--- src/rtl/stat_irq_pkg.sv ---
// Package: shared widths, source indices and mode codes for the status
// interrupt combiner. Assumes a 2-bit mode code and an 8-bit scanline.
package stat_irq_pkg;
    localparam int LINE_W   = 8;
    localparam int MODE_W   = 2;
    localparam int NUM_SRC  = 4;
    localparam int NUM_MODE_SRC = 3;
    localparam int SRC_COIN = 3;
    localparam int EN_LSB   = 3;
    localparam int COIN_BIT = 2;

    typedef enum logic [MODE_W-1:0] {
        MODE_HBLANK = 2'd0,
        MODE_VBLANK = 2'd1,
        MODE_OSCAN  = 2'd2,
        MODE_XFER   = 2'd3
    } disp_mode_e;

    typedef logic [NUM_SRC-1:0] src_vec_t;
endpackage

--- src/rtl/stat_cfg_regs.sv ---
// Configuration registers: holds the four source enables and the line
// compare value. Assumes a single write strobe with a select bit; the
// status write only touches the enable field.
module stat_cfg_regs
    import stat_irq_pkg::*;
#(
    parameter int DATA_W = LINE_W
) (
    input  logic              clk,
    input  logic              rst_n,
    input  logic              wr_en_i,
    input  logic              wr_sel_i,
    input  logic [DATA_W-1:0] wr_data_i,
    output src_vec_t          en_o,
    output logic [DATA_W-1:0] cmp_o
);
    localparam int EN_MSB = EN_LSB + NUM_SRC - 1;

    src_vec_t          en_q;
    logic [DATA_W-1:0] cmp_q;

    // Enable register: loaded only by a status write.
    always_ff @(posedge clk) begin
        if (!rst_n)
            en_q <= '0;
        else if (wr_en_i && !wr_sel_i)
            en_q <= wr_data_i[EN_MSB:EN_LSB];
    end

    // Compare register: loaded only by a compare write.
    always_ff @(posedge clk) begin
        if (!rst_n)
            cmp_q <= '0;
        else if (wr_en_i && wr_sel_i)
            cmp_q <= wr_data_i;
    end

    assign en_o  = en_q;
    assign cmp_o = cmp_q;


    en_load_chk: assert property (@(posedge clk) disable iff (!rst_n)
        (wr_en_i && !wr_sel_i) |=> (en_o == $past(wr_data_i[EN_MSB:EN_LSB])));

    cmp_load_chk: assert property (@(posedge clk) disable iff (!rst_n)
        (wr_en_i && wr_sel_i) |=> (cmp_o == $past(wr_data_i)));

    cfg_hold_chk: assert property (@(posedge clk) disable iff (!rst_n)
        !wr_en_i |=> ($stable(en_o) && $stable(cmp_o)));
endmodule

--- src/rtl/stat_src_combine.sv ---
// Source combiner: evaluates each enabled condition for the current
// dot cycle and ORs them into the shared level. Purely combinational.
module stat_src_combine
    import stat_irq_pkg::*;
(
    input  logic [MODE_W-1:0] mode_i,
    input  logic [LINE_W-1:0] line_i,
    input  logic [LINE_W-1:0] cmp_i,
    input  src_vec_t          en_i,
    output logic              coin_o,
    output logic              level_o
);
    src_vec_t hit;

    // Per-mode match for each mode-driven source.
    for (genvar g = 0; g < NUM_MODE_SRC; g++) begin : g_mode_src
        assign hit[g] = en_i[g] && (mode_i == MODE_W'(g));
    end

    // Coincidence flag and its gated source.
    always_comb begin
        coin_o        = (line_i == cmp_i);
        hit[SRC_COIN] = en_i[SRC_COIN] && coin_o;
    end

    assign level_o = |hit;
endmodule

--- src/rtl/stat_edge_det.sv ---
// Rising-edge detector: remembers last cycle's level and flags a 0-to-1
// change for exactly one cycle. Assumes it is clocked every dot cycle.
module stat_edge_det (
    input  logic clk,
    input  logic rst_n,
    input  logic level_i,
    output logic pulse_o
);
    logic prev_q;

    // Previous-level register; cleared by reset.
    always_ff @(posedge clk) begin
        if (!rst_n)
            prev_q <= 1'b0;
        else
            prev_q <= level_i;
    end

    assign pulse_o = rst_n && level_i && !prev_q;


    pulse_single_chk: assert property (@(posedge clk) disable iff (!rst_n)
        pulse_o |=> !pulse_o);

    pulse_needs_level_chk: assert property (@(posedge clk) disable iff (!rst_n)
        pulse_o |-> level_i);
endmodule

--- src/rtl/stat_irq_combiner.sv ---
// Top: status interrupt combiner. Joins the configuration registers,
// the source combiner and the edge detector, and assembles the read
// value. Assumes mode and line inputs are synchronous to clk.
module stat_irq_combiner
    import stat_irq_pkg::*;
(
    input  logic              clk,
    input  logic              rst_n,
    input  logic [1:0]        mode_i,
    input  logic [7:0]        line_i,
    input  logic              wr_en_i,
    input  logic              wr_sel_i,
    input  logic [7:0]        wr_data_i,
    output logic [7:0]        rd_status_o,
    output logic [7:0]        rd_compare_o,
    output logic              irq_pulse_o
);
    src_vec_t          en;
    logic [LINE_W-1:0] cmp;
    logic              coin;
    logic              level;

    stat_cfg_regs #(.DATA_W(LINE_W)) u_regs (
        .clk       (clk),
        .rst_n     (rst_n),
        .wr_en_i   (wr_en_i),
        .wr_sel_i  (wr_sel_i),
        .wr_data_i (wr_data_i),
        .en_o      (en),
        .cmp_o     (cmp)
    );

    stat_src_combine u_comb (
        .mode_i  (mode_i),
        .line_i  (line_i),
        .cmp_i   (cmp),
        .en_i    (en),
        .coin_o  (coin),
        .level_o (level)
    );

    stat_edge_det u_edge (
        .clk     (clk),
        .rst_n   (rst_n),
        .level_i (level),
        .pulse_o (irq_pulse_o)
    );

    // Read value: mode, coincidence flag, enables; top bit reads zero.
    always_comb begin
        rd_status_o                   = '0;
        rd_status_o[MODE_W-1:0]       = mode_i;
        rd_status_o[COIN_BIT]         = coin;
        rd_status_o[EN_LSB+:NUM_SRC]  = en;
    end

    assign rd_compare_o = cmp;


    no_src_no_irq_chk: assert property (@(posedge clk) disable iff (!rst_n)
        (rd_status_o[6:3] == 4'b0000) |-> !irq_pulse_o);

    coin_flag_chk: assert property (@(posedge clk) disable iff (!rst_n)
        rd_status_o[2] == (line_i == rd_compare_o));
endmodule

--- config.mk ---
export PLATFORM = sky130hd
export DESIGN_NAME = stat_irq_combiner
export DESIGN_NICKNAME = d
export VERILOG_FILES = /design/src/rtl/stat_irq_pkg.sv /design/src/rtl/stat_cfg_regs.sv /design/src/rtl/stat_src_combine.sv /design/src/rtl/stat_edge_det.sv /design/src/rtl/stat_irq_combiner.sv
export SDC_FILE = /design/constraint.sdc
export NUM_CORES = 1
export LEC_CHECK = 0
export CAP_MARGIN = 20
export CORE_AREA = 2 2 49 51
export DETAILED_ROUTE_END_ITERATION = 8
export DIE_AREA = 0 0 51 53
export PLACE_DENSITY_LB_ADDON = 0.1
export SYNTH_ARGS = -nofsm -noshare
export SYNTH_HDL_FRONTEND = slang
export SYNTH_SLANG_ARGS = --single-unit
--- constraint.sdc ---
create_clock -name clk -period 1.1 [get_ports clk]
set_input_delay 0.22 -clock clk [delete_from_list [all_inputs] [get_ports clk]]
set_output_delay 0.22 -clock clk [all_outputs]
set_load 0.02 [all_outputs]
After elaboration in Yosys (flattened, before gate mapping)
Index checks and enable logic that the tools add are counted.
- word-level logic and storage cells: 18
- bits in registers: 13
- input port bits: 22
- output and inout bits: 17
- reduce and logical (&&, ||, !) cells: 12
- eq/ne operators: 3
- operators by type and width (kind ; number):
    $eq A8 B8 Y1 ; 1
    $logic_and A1 B1 Y1 ; 8
    $reduce_or A4 Y1 ; 1
    $eq A2 B1 Y1 const B ; 1
    $eq A2 B2 Y1 const B ; 1
    $logic_not A1 Y1 ; 2
    $logic_not A2 Y1 ; 1

Longest topological paths before layout
Gate-level depths: netlist of run 1.
- word-level depth: 5
- gate-level depth with buffers: 4
- gate-level depth less buffers: 3

Cells and area by module
A second synthesis of run 1 with hierarchy kept.
- cells, all modules: 73
- area total of the unflattened synthesis: 650.6 um^2
- by module, submodules not included (module ; area an instance (um^2) ; seq. area each (um^2) ; cells an instance ; times used):
    stat_cfg_regs ; 462.9 ; 240.2 ; 50 ; 1
    stat_src_combine ; 118.9 ; 0.0 ; 15 ; 1
    stat_edge_det ; 35.0 ; 20.0 ; 3 ; 1
    stat_irq_combiner ; 33.8 ; 0.0 ; 5 ; 1

Worst setup path after synthesis of run 1
OpenSTA, ideal clock, no wires.
- path type: reg2out
- from: register u_regs.cmp_q[6] (netlist: u_regs.cmp_o[6])
- to: output port irq_pulse_o
- data required time: 880 ps
- data arrival time: 1383 ps
- stages on the path, launching flop included: 4
- buffers on the path: 0
- setup slack: -503 ps
- path through: dfxtp_1 -> xnor2_1 -> nand4_1 -> o32ai_1
- word-level cells in the longest chain between the ends: 5
- RTL lines (element ; line ; RTL):
    start: declaration ; stat_cfg_regs.sv:20 ; logic [DATA_W-1:0] cmp_q;
    start signal: assignment ; stat_cfg_regs.sv:35 ; cmp_q <= wr_data_i;
    $eq A8 B8 Y1 ; stat_src_combine.sv:22 ; coin_o = (line_i == cmp_i);
    $logic_and A1 B1 Y1 ; stat_src_combine.sv:23 ; hit[SRC_COIN] = en_i[SRC_COIN] && coin_o;
    $reduce_or A4 Y1 ; stat_src_combine.sv:26 ; assign level_o = |hit;
    $logic_and A1 B1 Y1 (2 in a row) ; stat_edge_det.sv:19 ; assign pulse_o = rst_n && level_i && !prev_q;
    end: declaration ; stat_irq_combiner.sv:16 ; output logic irq_pulse_o
Every way passes these cells.

Worst setup path after layout of run 1
- from: input port rst_n
- to: output port irq_pulse_o
- word-level cells in the longest chain between the ends: 2
- RTL lines (element ; line ; RTL):
    start: declaration ; stat_irq_combiner.sv:8 ; input logic rst_n,
    $logic_and A1 B1 Y1 (2 in a row) ; stat_edge_det.sv:19 ;
Every way passes these cells.

==> flow_metrics.py, run 1 <==
metrics = {
    "flow_run": {
        "maxCapViolations": 0,
    },
    "synth": {
        "synth.avg_cell_area_um2": 7.914,
        "synth_area_leaders": "dfxtp_1 (41%), nand2_1 (11%), xnor2_1 (11%)",
        "syn-cell-area_um2": 633.1,
        "synthesis.nets": 102,
        "ys_seq_elements": 13,
        "yosysWarnings": 0,
        "seq_area_frac_synth_pct": 41.11,
        "synth_cells": 80,
        "synth_cell_types": 19,
        "yosysTopAreaCellShare_pct": 41.11,
        "synth_top_area_cell": "dfxtp_1",
    },
    "detailed_routing": {
        "drt_first_pass_iters": 4,
        "drc_errors": 0,
        "drtIter0Drc": 9,
        "vias_per_cell": 4.394,
        "ant_nets": 0,
        "wl_per_cell_um": 10.82,
        "vias": 725,
        "wl_um": 1785,
    },
    "floorplan": {
        "start_util_pct": 29.47,
        "die-area_mm2": 0.002703,
        "ios": 39,
        "row_count": 17,
        "dieHeight_um": 53,
        "die_w_um": 51,
        "core_area_mm2": 0.002148,
    },
    "layout": {
        "syn_to_final_growth_pct": 105.3,
        "num_antenna_cells": 0,
        "fillers": 189,
        "drive_gt1_share_pct": 43.80,
        "final_nets": 160,
        "final_cells": 165,
    },
    "timing": {
        "postLayoutSetupSlackWorst_ns": -0.5800,
        "hold_viol": 0,
        "rsz0062_at_grt": "true",
        "max_freq_ghz": 0.5952,
        "setup_viol": 3,
        "fin_skew_ns": 0.008355,
        "hold_ws_ns": 0.5035,
        "post-route-min-period_ns": 1.680,
        "period_share_pct": 152.7,
        "drv_slew": 0,
    },
    "critical_path": {
        "cp-start-kind": "input pin",
        "end_kind": "output pin",
        "required_ns": 0.88,
        "crit_type": "in -> out",
        "critPathMaxFanout": 2,
        "cp_cell_sequence": "clkdlybuf4s50_1 > nand2_1 > or2_4 > o32ai_4 > buf_6",
        "endpoint": "irq_pulse_o",
        "max_stage_delay_ns": 0.49,
        "reg2reg_depth": 4,
        "ff2ff_setup_slack_ns": -0.13,
        "cp.arrival_ns": 1.46,
        "worst-path-stages": 5,
        "r2r_start": "u_regs.cmp_o[3]",
        "crit_family": "buffers and inverters",
        "startpoint": "rst_n",
        "critPathSlowestCell": "clkdlybuf4s50_1",
        "timing.rr.end": "u_edge.prev_q",
        "cp.buffers_inverters": 2,
    },
    "clocking": {
        "h-tree-depth": 1,
        "cts_made_buffers": 3,
        "clockBufferDepth": 2,
        "clk_pin_slew_ns": 0.07,
        "numClockSinks": 13,
        "cts_tree": "built",
        "clk_latency_ns": 0.27,
        "cts_root_buffer": "clkbuf_4",
    },
    "grt": {
        "antenna_found_initial": 0,
        "grt_max_degree": 10,
        "grt.total_usage_pct": 15.08,
        "overflow": 0,
        "grt_pass1_wl_um": 3001,
        "grt_pass1_vias": 704,
    },
    "status": {
        "violations": "setup timing",
        "status": "complete, but fails checks",
    },
    "place": {
        "gp_congestion": 0.6838,
        "dp_hpwl_um": 1402,
        "portBuffers": 37,
        "dp_cells": 159,
    },
    "power": {
        "cellPowerDensity_mw_per_mm2": 866.1,
        "p_leak_nw": 0.5370,
        "ir_drop_v": 0.0006018,
    },
    "min_path": {
        "min_path_type": "in -> reg",
    },
}
==> per-stage QoR <==
step                setup TNS (ns)  utilization [%]  worst slack [ns]  instance area (um2)  total power [W]
detailed placement          -7.514            56.09            -1.115                 1205        0.0008288
global placement            -7.396            56.09            -1.066                 1205        0.0008260
finish                      -1.272            60.51           -0.5800                 1300         0.001126
floorplan                  -0.2507                -           -0.1714                685.7        0.0006407
global route                -1.552            60.51           -0.6416                 1300         0.001197
CTS                         -1.340            57.89           -0.5969                 1244         0.001126
==> logic make-up (layout without fill, tap and decap cells) <==
| group | Yosys count | in the layout | share of synthesized area [%] |
|---|---|---|---|
| AND/OR/NAND/NOR | 34 | 34 | 24.51 |
| AO/OA/AOI/OAI | 15 | 15 | 13.64 |
| buffers and inverters | 8 | 65 | 7.509 |
| XOR/XNOR | 8 | 8 | 11.07 |
| other | 1 | 1 | 0.5923 |
| flip-flops | 13 | 13 | 41.11 |
| multiplexers | 1 | 1 | 1.581 |
==> worst min-delay path by stage <==
stage,startpoint,cells after the start,end
after floorplan,wr_data_i[6],2,u_regs.en_o[3]
after global placement,u_regs.en_o[1],3,u_regs.en_o[1]
after detailed placement,u_regs.en_o[2],3,u_regs.en_o[2]
after CTS,wr_data_i[1],3,u_regs.cmp_o[1]
after global routing,wr_data_i[1],3,u_regs.cmp_o[1]
final,wr_data_i[0],3,u_regs.cmp_o[0]
==> power breakdown <==
part / leakage, nW / switching [W] / internal, W
Sequential: 0.114 / 0.0000153 / 0.000483
Combinational: 0.408 / 0.000140 / 0.000202
Clock: 0.0150 / 0.000146 / 0.000140
Total: 0.537 / 0.000301 / 0.000825
==> Yosys cell counts <==
master     n
a21oi_1   12
and2b_1    1
buf_2      2
buf_4      4
clkbuf_1   1
conb_1     1
dfxtp_1   13
inv_1      1
mux2i_1    1
nand2_1   19
nand2b_1   1
nand3_1    8
nand4_1    2
nor2_1     1
o22a_1     1
o32ai_1    2
or2_2      1
or2b_1     1
xnor2_1    8
==> cell usage in the layout (no fill, tap or decap), types with 2 or more instances in the layout <==
cell type / Yosys / final
xnor2_1: 8 / 6
buf_6: 0 / 19
a21oi_1: 12 / 12
xnor2_2: 0 / 2
clkbuf_4: 0 / 3
dfxtp_4: 0 / 8
buf_4: 4 / 20
clkdlybuf4s50_1: 0 / 16
nand4_1: 2 / 2
dfxtp_2: 0 / 4
nand3_1: 8 / 8
nand2_1: 19 / 18
dlygate4sd2_1: 0 / 5
==> metal layers <==
metal / wire, um / vias up / part of all wire, % / track usage [%]
met3: 121 / 2 / 6.8 / 2.825
met5: 0 / - / 0 / 0
met1: 795 / 318 / 45 / 19.86
met4: 14 / 0 / 0.78 / 6.757
li1: - / 381 / - / -
met2: 853 / 24 / 48 / 23.81
==> sequential cells by signal, indices dropped and copies added (netlist names) <==
signal / count
u_edge.prev_q: 1
u_regs.en_o: 4
u_regs.cmp_o: 8
==> cell type report <==
class / count / area [um2] / area share (%)
Clock buffer: 4 / 26.28 / 2.021
Multi-Input combinational cell: 59 / 371.6 / 28.59
Timing Repair Buffer: 60 / 568.0 / 43.70
Inverter: 1 / 3.754 / 0.2887
Tap cell: 28 / 35.03 / 2.695
Sequential cell: 13 / 295.3 / 22.71
==> worst min-delay path, cell delays in order <==
cell	delay, ns
clkdlybuf4s50_1	0.40
nand3_1	0.06
a21oi_1	0.05
==> what timing repair did <==
item                                    CTS  global route
hold buffers                              0             0
resized for setup                        98            13
pin swaps                                 5             5
endpoints found under the setup margin   17            19
setup buffers                             0             2
Note: power is estimated with default switching activity, not from simulation.
==> inputs of run 2 (changes only) <==
--- a/config.mk
+++ b/config.mk
@@ -9,6 +9,7 @@
 export CORE_AREA = 2 2 49 51
 export DETAILED_ROUTE_END_ITERATION = 8
 export DIE_AREA = 0 0 51 53
+export MAX_ROUTING_LAYER = met4
 export PLACE_DENSITY_LB_ADDON = 0.1
 export SYNTH_ARGS = -nofsm -noshare
 export SYNTH_HDL_FRONTEND = slang
==> run 2 against run 1 <==
- the flow still finishes with violations (setup timing)
- clock skew barely moved
- global-route usage rose by 0.39 points
- first-iteration DRC count did not move
- worst setup slack did not move
- sequential share of layout area did not move
- critical path type unchanged
- highest routed layer unchanged
==> flow_metrics.py, run 2 (same netlist as run 1, synthesis figures left out) <==
metrics = {
    "status": {
        "status": "complete, but fails checks",
        "violations": "setup timing",
    },
    "clocking": {
        "clk_pin_slew_ns": 0.07,
        "cts_tree": "built",
        "clockBufferDepth": 2,
        "cts_made_buffers": 3,
        "numClockSinks": 13,
        "h-tree-depth": 1,
        "cts_root_buffer": "clkbuf_4",
        "clk_latency_ns": 0.27,
    },
    "grt": {
        "antenna_found_initial": 0,
        "grt_max_degree": 10,
        "grt_pass1_wl_um": 3008,
        "overflow": 0,
        "grt_pass1_vias": 703,
        "grt.total_usage_pct": 15.47,
    },
    "timing": {
        "postLayoutSetupSlackWorst_ns": -0.5800,
        "period_share_pct": 152.7,
        "rsz0062_at_grt": "true",
        "hold_viol": 0,
        "post-route-min-period_ns": 1.680,
        "setup_viol": 3,
        "fin_skew_ns": 0.008356,
        "drv_slew": 0,
        "max_freq_ghz": 0.5952,
    },
    "place": {
        "dp_hpwl_um": 1402,
        "placed_cell_area_mm2": 0.001205,
        "gp_congestion": 0.6909,
        "portBuffers": 37,
        "place_ws_ns": -1.115,
    },
    "layout": {
        "design_area_mm2": 0.001300,
        "final_cell_mix": "buf_4 (20), buf_6 (19), nand2_1 (18), clkdlybuf4s50_1 (16), a21oi_1 (12)",
        "largest_register_ffs": 8,
        "num_antenna_cells": 0,
        "drive_gt1_share_pct": 43.80,
        "final_nets": 160,
        "fillers": 189,
        "final_common_cell": "buf_4",
        "syn_to_final_growth_pct": 105.3,
    },
    "critical_path": {
        "cp.arrival_ns": 1.46,
        "critPathSlowestCell": "clkdlybuf4s50_1",
        "critPathMaxFanout": 2,
        "crit_type": "in -> out",
        "crit_family": "buffers and inverters",
        "cp.buffers_inverters": 2,
        "max_stage_delay_ns": 0.49,
        "required_ns": 0.88,
        "end_kind": "output pin",
        "cp-start-kind": "input pin",
        "cp_cell_sequence": "clkdlybuf4s50_1 > nand2_1 > or2_4 > o32ai_4 > buf_6",
    },
    "detailed_routing": {
        "wl_per_cell_um": 10.82,
        "vias": 725,
        "drtIter0Drc": 9,
        "drt_first_pass_iters": 4,
        "vias_per_cell": 4.394,
        "drc_errors": 0,
        "ant_nets": 0,
        "wl_um": 1785,
    },
    "floorplan": {
        "die_w_um": 51,
        "dieHeight_um": 53,
        "die-area_mm2": 0.002703,
        "ios": 39,
        "row_count": 17,
        "start_util_pct": 29.47,
        "core_area_mm2": 0.002148,
    },
    "power": {
        "cellPowerDensity_mw_per_mm2": 866.1,
        "p_leak_nw": 0.5370,
        "ir_drop_v": 0.0006018,
    },
    "min_path": {
        "min_path_type": "in -> reg",
    },
    "flow_run": {
        "maxCapViolations": 0,
    },
}
[run 2: cell counts in the layout (fill, tap and decap cells not counted)]
Identical to the previous run, type by type.
[run 2: what timing repair did]
item | 4_1_cts | 5_1_grt
setup endpoints to repair | 17 | 19
endpoints found under the hold margin | 0 | 0
pin swaps | 5 | 5
hold buffers | 0 | 0
gates resized for setup | 98 | 13
buffers inserted | 0 | 2
[run 2: worst register-to-register path: cells and delay by family, from the launching register on]
| family | cells | cell delay (ns) |
|---|---|---|
| AO/OA/AOI/OAI | 1 | 0.22 |
| XOR/XNOR | 1 | 0.14 |
| buffers and inverters | 1 | 0.22 |
| flip-flops | 1 | 0.36 |
| AND/OR/NAND/NOR | 1 | 0.21 |
[run 2: routing by layer]
layer  vias to the layer above  global-route usage [%]  wire, um
met5                         -                       -         0
met4                         0                   6.757        14
met3                         2                   2.825       121
met2                        24                   23.81       853
met1                       318                   19.86       795
li1                        381                       -         -
[run 2: worst paths after layout]
check                  start         endpoint  slack (ns)  cells after the start
min             wr_data_i[0]  u_regs.cmp_o[0]        0.50                      3
max                    rst_n      irq_pulse_o       -0.58                      5
min reg2reg   u_regs.en_o[2]   u_regs.en_o[2]        0.59                      3
max reg2reg  u_regs.cmp_o[3]    u_edge.prev_q       -0.13                      4
[run 2: area by class of cell]
| class | instances | area (um2) | area share [%] |
|---|---|---|---|
| sequential | 13 | 295.3 | 22.71 |
| timing repair buffer | 60 | 568.0 | 43.70 |
| clock buffer | 4 | 26.28 | 2.021 |
| inverter | 1 | 3.754 | 0.2887 |
| multi-input combinational | 59 | 371.6 | 28.59 |
| tap | 28 | 35.03 | 2.695 |
[run 2: through the flow]
stage	std cells	power, W	TNS [ns]	utilization (%)	hold slack, ns
4_1_cts	163	0.001126	-1.340	57.89	0.4871
6_report	165	0.001126	-1.272	60.51	0.5036
3_3_place_gp	159	0.0008260	-7.396	56.09	0.5738
2_1_floorplan	80	0.0006407	-0.2507	-	0.3456
5_1_grt	165	0.001197	-1.552	60.51	0.5093
3_5_place_dp	159	0.0008288	-7.514	56.09	0.5747
[run 2: where the power goes]
group | switching, W | internal, W
clock network | 0.000146 | 0.000140
logic | 0.000140 | 0.000202
registers | 0.0000153 | 0.000483
